<file path="src/rtl/extirq_pkg.sv">
package extirq_pkg;
  localparam int unsigned DATA_W   = 32;
  localparam int unsigned EN_POS   = 16;
  localparam int unsigned LVL_POS  = 9;
  localparam int unsigned POL_POS  = 8;
  localparam int unsigned GLOB_OFS = 0;
  localparam int unsigned CH_OFS0  = 4;
  localparam int unsigned CH_STEP  = 4;

  typedef struct packed {
    logic en;
    logic lvl;
    logic pol;
  } chan_cfg_t;

  function automatic logic [DATA_W-1:0] cfg_to_word(chan_cfg_t c);
    logic [DATA_W-1:0] w;
    w = '0;
    w[EN_POS]  = c.en;
    w[LVL_POS] = c.lvl;
    w[POL_POS] = c.pol;
    return w;
  endfunction

  function automatic chan_cfg_t word_to_cfg(logic [DATA_W-1:0] w);
    chan_cfg_t c;
    c.en  = w[EN_POS];
    c.lvl = w[LVL_POS];
    c.pol = w[POL_POS];
    return c;
  endfunction
endpackage

</file>
<file path="src/rtl/extirq_regs.sv">
module extirq_regs
  import extirq_pkg::*;
#(
  parameter int unsigned NCH    = 2,
  parameter int unsigned ADDR_W = 4
) (
  input  logic                  clk,
  input  logic                  rst_n,
  input  logic                  bus_wr,
  input  logic [ADDR_W-1:0]     bus_addr,
  input  logic [DATA_W-1:0]     bus_wdata,
  output logic [DATA_W-1:0]     bus_rdata,
  output chan_cfg_t [NCH-1:0]   cfg_o
);
  logic [DATA_W-1:0]   glob_q;
  chan_cfg_t [NCH-1:0] cfg_q;
  logic                hit_glob;
  logic [NCH-1:0]      hit_ch;
  logic                hit_any;

  assign hit_glob = (bus_addr == ADDR_W'(GLOB_OFS));
  assign hit_any  = hit_glob | (|hit_ch);

  always_ff @(posedge clk or negedge rst_n) begin
    if (!rst_n)                  glob_q <= '0;
    else if (bus_wr && hit_glob) glob_q <= bus_wdata;
  end

  for (genvar i = 0; i < NCH; i++) begin : g_ch
    assign hit_ch[i] = (bus_addr == ADDR_W'(CH_OFS0 + CH_STEP * i));

    always_ff @(posedge clk or negedge rst_n) begin
      if (!rst_n)                   cfg_q[i] <= '0;
      else if (bus_wr && hit_ch[i]) cfg_q[i] <= word_to_cfg(bus_wdata);
    end

    // a write to the channel word lands exactly in the three fields
    a_r2_cfg_write: assert property (@(posedge clk) disable iff (!rst_n)
      bus_wr && hit_ch[i] |=> cfg_q[i].en  == $past(bus_wdata[EN_POS])
                           && cfg_q[i].lvl == $past(bus_wdata[LVL_POS])
                           && cfg_q[i].pol == $past(bus_wdata[POL_POS]));
  end

  always_comb begin
    bus_rdata = '0;
    if (hit_glob) bus_rdata = glob_q;
    for (int i = 0; i < NCH; i++)
      if (hit_ch[i]) bus_rdata = cfg_to_word(cfg_q[i]);
  end

  assign cfg_o = cfg_q;

  // writes to unmapped offsets leave all storage untouched
  a_r9_unmapped_write: assert property (@(posedge clk) disable iff (!rst_n)
    bus_wr && !hit_any |=> $stable(cfg_q) && $stable(glob_q));

  // unmapped reads return zero
  a_r9_unmapped_read: assert property (@(posedge clk) disable iff (!rst_n)
    !hit_any |-> bus_rdata == '0);
endmodule

</file>
<file path="src/rtl/extirq_chan.sv">
module extirq_chan
  import extirq_pkg::*;
(
  input  logic      clk,
  input  logic      rst_n,
  input  chan_cfg_t cfg_i,
  input  logic      pin_i,
  output logic      irq_o
);
  logic [1:0] sync_q;
  logic       hist_q;
  chan_cfg_t  cfg_q;
  logic       norm;
  logic       cfg_chg;
  logic       nxt;
  logic       past_ok;

  // active sense folded into one inversion: level needs it when pol=0,
  // edge needs it when pol=1
  assign norm    = sync_q[1] ^ (cfg_i.pol ^ cfg_i.lvl);
  assign cfg_chg = (cfg_i != cfg_q);

  always_comb begin
    if (!cfg_i.en)     nxt = 1'b0;
    else if (cfg_i.lvl) nxt = norm;
    else               nxt = norm & ~hist_q & ~cfg_chg;
  end

  always_ff @(posedge clk or negedge rst_n) begin
    if (!rst_n) begin
      sync_q  <= '0;
      hist_q  <= 1'b0;
      cfg_q   <= '0;
      irq_o   <= 1'b0;
      past_ok <= 1'b0;
    end else begin
      sync_q  <= {sync_q[0], pin_i};
      hist_q  <= norm;
      cfg_q   <= cfg_i;
      irq_o   <= nxt;
      past_ok <= 1'b1;
    end
  end

  // reset holds the request low
  a_r1_reset_quiet: assert property (@(posedge clk)
    !rst_n |=> !irq_o);

  // a disabled channel never requests
  a_r8_masked: assert property (@(posedge clk) disable iff (!rst_n)
    past_ok && !$past(cfg_i.en) |-> !irq_o);

  // level, active high follows the synchronised pin
  a_r4_level_high: assert property (@(posedge clk) disable iff (!rst_n)
    past_ok && $past(cfg_i.en && cfg_i.lvl && cfg_i.pol) |-> irq_o == $past(sync_q[1]));

  // level, active low follows the inverted synchronised pin
  a_r5_level_low: assert property (@(posedge clk) disable iff (!rst_n)
    past_ok && $past(cfg_i.en && cfg_i.lvl && !cfg_i.pol) |-> irq_o == !$past(sync_q[1]));

  // an edge pulse lasts one cycle
  a_r6_single_pulse: assert property (@(posedge clk) disable iff (!rst_n)
    past_ok && irq_o && !$past(cfg_i.lvl) && !cfg_i.lvl |=> !irq_o);

  // a reconfiguration in edge mode does not fire
  a_r10_no_glitch: assert property (@(posedge clk) disable iff (!rst_n)
    past_ok && !cfg_i.lvl && cfg_i != $past(cfg_i) |=> !irq_o);
endmodule

</file>
<file path="src/rtl/extirq_norm.sv">
module extirq_norm
  import extirq_pkg::*;
#(
  parameter int unsigned NCH    = 2,
  parameter int unsigned ADDR_W = 4
) (
  input  logic              clk,
  input  logic              rst_n,
  input  logic              bus_wr,
  input  logic [ADDR_W-1:0] bus_addr,
  input  logic [31:0]       bus_wdata,
  output logic [31:0]       bus_rdata,
  input  logic [NCH-1:0]    ext_pin,
  output logic [NCH-1:0]    irq_req
);
  chan_cfg_t [NCH-1:0] cfg;

  extirq_regs #(.NCH(NCH), .ADDR_W(ADDR_W)) u_regs (
    .clk       (clk),
    .rst_n     (rst_n),
    .bus_wr    (bus_wr),
    .bus_addr  (bus_addr),
    .bus_wdata (bus_wdata),
    .bus_rdata (bus_rdata),
    .cfg_o     (cfg)
  );

  for (genvar i = 0; i < NCH; i++) begin : g_chan
    extirq_chan u_chan (
      .clk   (clk),
      .rst_n (rst_n),
      .cfg_i (cfg[i]),
      .pin_i (ext_pin[i]),
      .irq_o (irq_req[i])
    );
  end
endmodule

</file>
<file path="config.mk">
export PLATFORM = sky130hd
export DESIGN_NAME = extirq_norm
export DESIGN_NICKNAME = d
export VERILOG_FILES = /design/src/rtl/extirq_pkg.sv /design/src/rtl/extirq_regs.sv /design/src/rtl/extirq_chan.sv /design/src/rtl/extirq_norm.sv
export SDC_FILE = /design/constraint.sdc
export NUM_CORES = 1
export LEC_CHECK = 0
export CELL_PAD_IN_SITES_DETAIL_PLACEMENT = 2
export CELL_PAD_IN_SITES_GLOBAL_PLACEMENT = 2
export CORE_AREA = 2 2 88 90
export DETAILED_ROUTE_END_ITERATION = 8
export DIE_AREA = 0 0 90 92
export PLACE_DENSITY_LB_ADDON = 0.1
export SYNTH_ARGS = -nofsm -noshare
export SYNTH_HDL_FRONTEND = slang
export SYNTH_SLANG_ARGS = --single-unit
</file>
<file path="constraint.sdc">
create_clock -name clk -period 2.21 [get_ports clk]
set_clock_uncertainty 0.15 [all_clocks]
set_input_delay 0.3315 -clock clk [delete_from_list [all_inputs] [get_ports clk]]
set_output_delay 0.3315 -clock clk [all_outputs]
set_load 0.1 [all_outputs]
</file>
==> metrics.txt <==
fmax=0.4708 GHz; share of the synthesized area in the top cell type=0.5526; root buf cell=clkbuf_8; post-synth net total=204; RR Startpoint=u_regs.cfg_o[4]; die width=90 um; die area=8280 sq um; crit path DAT=1.64 ns; commonest non-fill, non-tap cells in the layout=dfrtp_1, buf_12, clkdlybuf4s50_1; final setup fails=0; first-pass GRT wire length=10.80 mm; Post-DRT Antenna Nets=0; post-synthesis cell type count=25; post-DP HPWL=4.654 mm; filler cell count in the final layout=688; Crit Path Max Fanout=7; CTS tree=done; Synth area leaders=dfrtp_1, mux2_4, and2_1, mux2_2, buf_6; storage element area=1301 sq um; Mapped Cells=163; worst r2r dst=g_chan[1].u_chan.irq_o; number of global-route vias before repair=1932; worst min path class=flip-flop to flip-flop; CP Class=input port to output pin; htree depth=2; Cell Chain, Critical Path=dlygate4sd2_1, buf_6, nor4_4, buf_4, bufbuf_16, and2_4, buf_12; gr usage total=0.1680; DRC=0; maxcap violations=0; YS warnings=0; drt first-iter violations=37; CTS Buffer Depth=2; synthesis-to-layout area growth=65.99%; Clock transition at path regs=0.09 ns; global route overflow=0; dpl cell area=3626 sq um; commonest non-fill, non-tap cell in the layout=dfrtp_1; mean area per synthesized cell=14.45 sq um; share of layout cells above drive strength 1=0.5412; WHS Path Cells=0; final clock period utilization by the worst path=0.9611; final core utilization=0.5249; worst setup margin=0.08591 ns; RD Place Congestion=0.7863; status=complete, no violations; CP endpoint kind=output pin; CP max-delay cell=bufbuf_16; initial antenna violation count=0; largest net degree at the start of global routing=26; Worst path max stage delay=0.26 ns; Die Y=92 um; Worst R2R Setup Slack=0.98 ns; Non-Filler Instances=357; Peak VDD IR=0.2553 mV; hold path startpoint=g_chan[1].u_chan.sync_q[0]; Vias=1594; placed cell count=340; CTS sink count=52; Final Hold Fails=0; # diodes=0; Worst-Margin Slew=0.5749 ns; unrepaired setup endpoints after global routing=no; total leakage power=0.001786 uW; power density over the cells=698.9 nW/um^2; first-pass detailed-route iteration total=4; register area share after synthesis=0.5526; crit path time final=2.124 ns; WL/cell=18.36 um; Synth area leader=dfrtp_1; Final Cell Area=3909 sq um; Total Wirelength=6.554 mm; register bit total from synthesis=52; layout net count=295; Critical Path RT=1.73 ns; # IOs=75; area occupied by multi-input gates=1074 sq um; Mapped Area=2355 sq um; Worst R2R Path Depth=3; initial core utilization=0.3162; site row count=32; IO Port Bufs=74; Num CTS Buffers=5; CP Launch Type=input port; Final Max Slew Viols=0; Slew headroom=0.6167; vias per cell=4.465; Worst Hold End=g_chan[1].u_chan.sync_q[1]; core box area=7447 sq um; worst slack, placed=-0.1774 ns; clock latency on the worst-skew pair=0.31 ns
==> what timing repair did <==
action                                  in CTS  in global routing
buffers inserted                             5                  0
pin swaps                                    1                  0
hold buffers                                 1                  0
endpoints found under the hold margin       23                  0
cloned                                       3                  0
endpoints found under the setup margin      32                 25
gates resized for setup                     27                  5
==> power breakdown <==
part	internal (uW)	total [uW]	switching, uW
combinational	412	746	334
clock	341	668	327
sequential	1160	1320	153
==> sequential cells by signal, summed over array words and instances (netlist names) <==
| signal | count |
|---|---|
| g_chan.u_chan.cfg_q | 6 |
| g_chan.u_chan.hist_q | 2 |
| g_chan.u_chan.irq_o | 2 |
| g_chan.u_chan.sync_q | 4 |
| u_regs.cfg_o | 6 |
| u_regs.glob_q | 32 |
==> layer usage <==
layer | track usage | wire [um]
met5 | 0 | 0
met4 | 0.03846 | 66
met3 | 0.04519 | 308
met2 | 0.2939 | 3395
met1 | 0.2080 | 2784
==> area by class of cell <==
type | instances | area share
Sequential cell | 52 | 0.3329
Timing Repair Buffer | 93 | 0.3303
Multi-Input combinational cell | 102 | 0.2746
Tap cell | 102 | 0.03265
Clock buffer | 5 | 0.01761
Clock inverter | 3 | 0.01184
==> worst max-delay path by stage <==
stage,startpoint,endpoint,slack [ns]
after CTS,bus_addr[3],bus_rdata[17],0.05
after global routing,bus_addr[2],bus_rdata[20],0.02
after floorplan,bus_addr[2],bus_rdata[16],0.005
after global placement,bus_addr[2],bus_rdata[14],-0.09
after detailed placement,bus_addr[2],bus_rdata[4],-0.18
final,bus_addr[2],bus_rdata[20],0.09
==> through the flow <==
stage	total power, uW	TNS, ns	hold slack, ns
global placement	2012	-1.875	0.1834
CTS	2766	0	0.2141
global route	2878	0	0.2260
detailed placement	2055	-4.350	0.1918
floorplan	1763	0	-0.1141
finish	2732	0	0.2077
==> Yosys cell counts <==
cell type  count
nand2_1        1
or2_2          1
nor3_1         4
a2bb2oi_1      2
clkbuf_1       1
nor4_2         1
buf_4          2
a21oi_1        2
clkbuf_2       1
nand3_4        1
nor2_2         2
buf_6          5
and2_1        29
xnor2_1        4
mux2_2         8
mux2_4        30
mux2i_1        3
nor2b_1        2
nand4b_1       1
a21boi_0       1
nor3b_1        2
dfrtp_1       52
nand3_1        5
o21ai_0        2
and2b_1        1
==> critical path, delay by kind of cell <==
family,cells,cell delay (ns)
buffers and inverters,5,0.99
and+or+nand+nor,2,0.32
==> logic make-up after synthesis <==
group                  after synthesis  share of synthesized area
flip-flops                          52                     0.5526
buffers and inverters                9                    0.03400
AND/OR/NAND/NOR                     50                     0.1371
multiplexers                        41                     0.2423
AO/OA/AOI/OAI                        7                    0.01913
XOR/XNOR                             4                    0.01488
(Power assumes the default switching activity.)
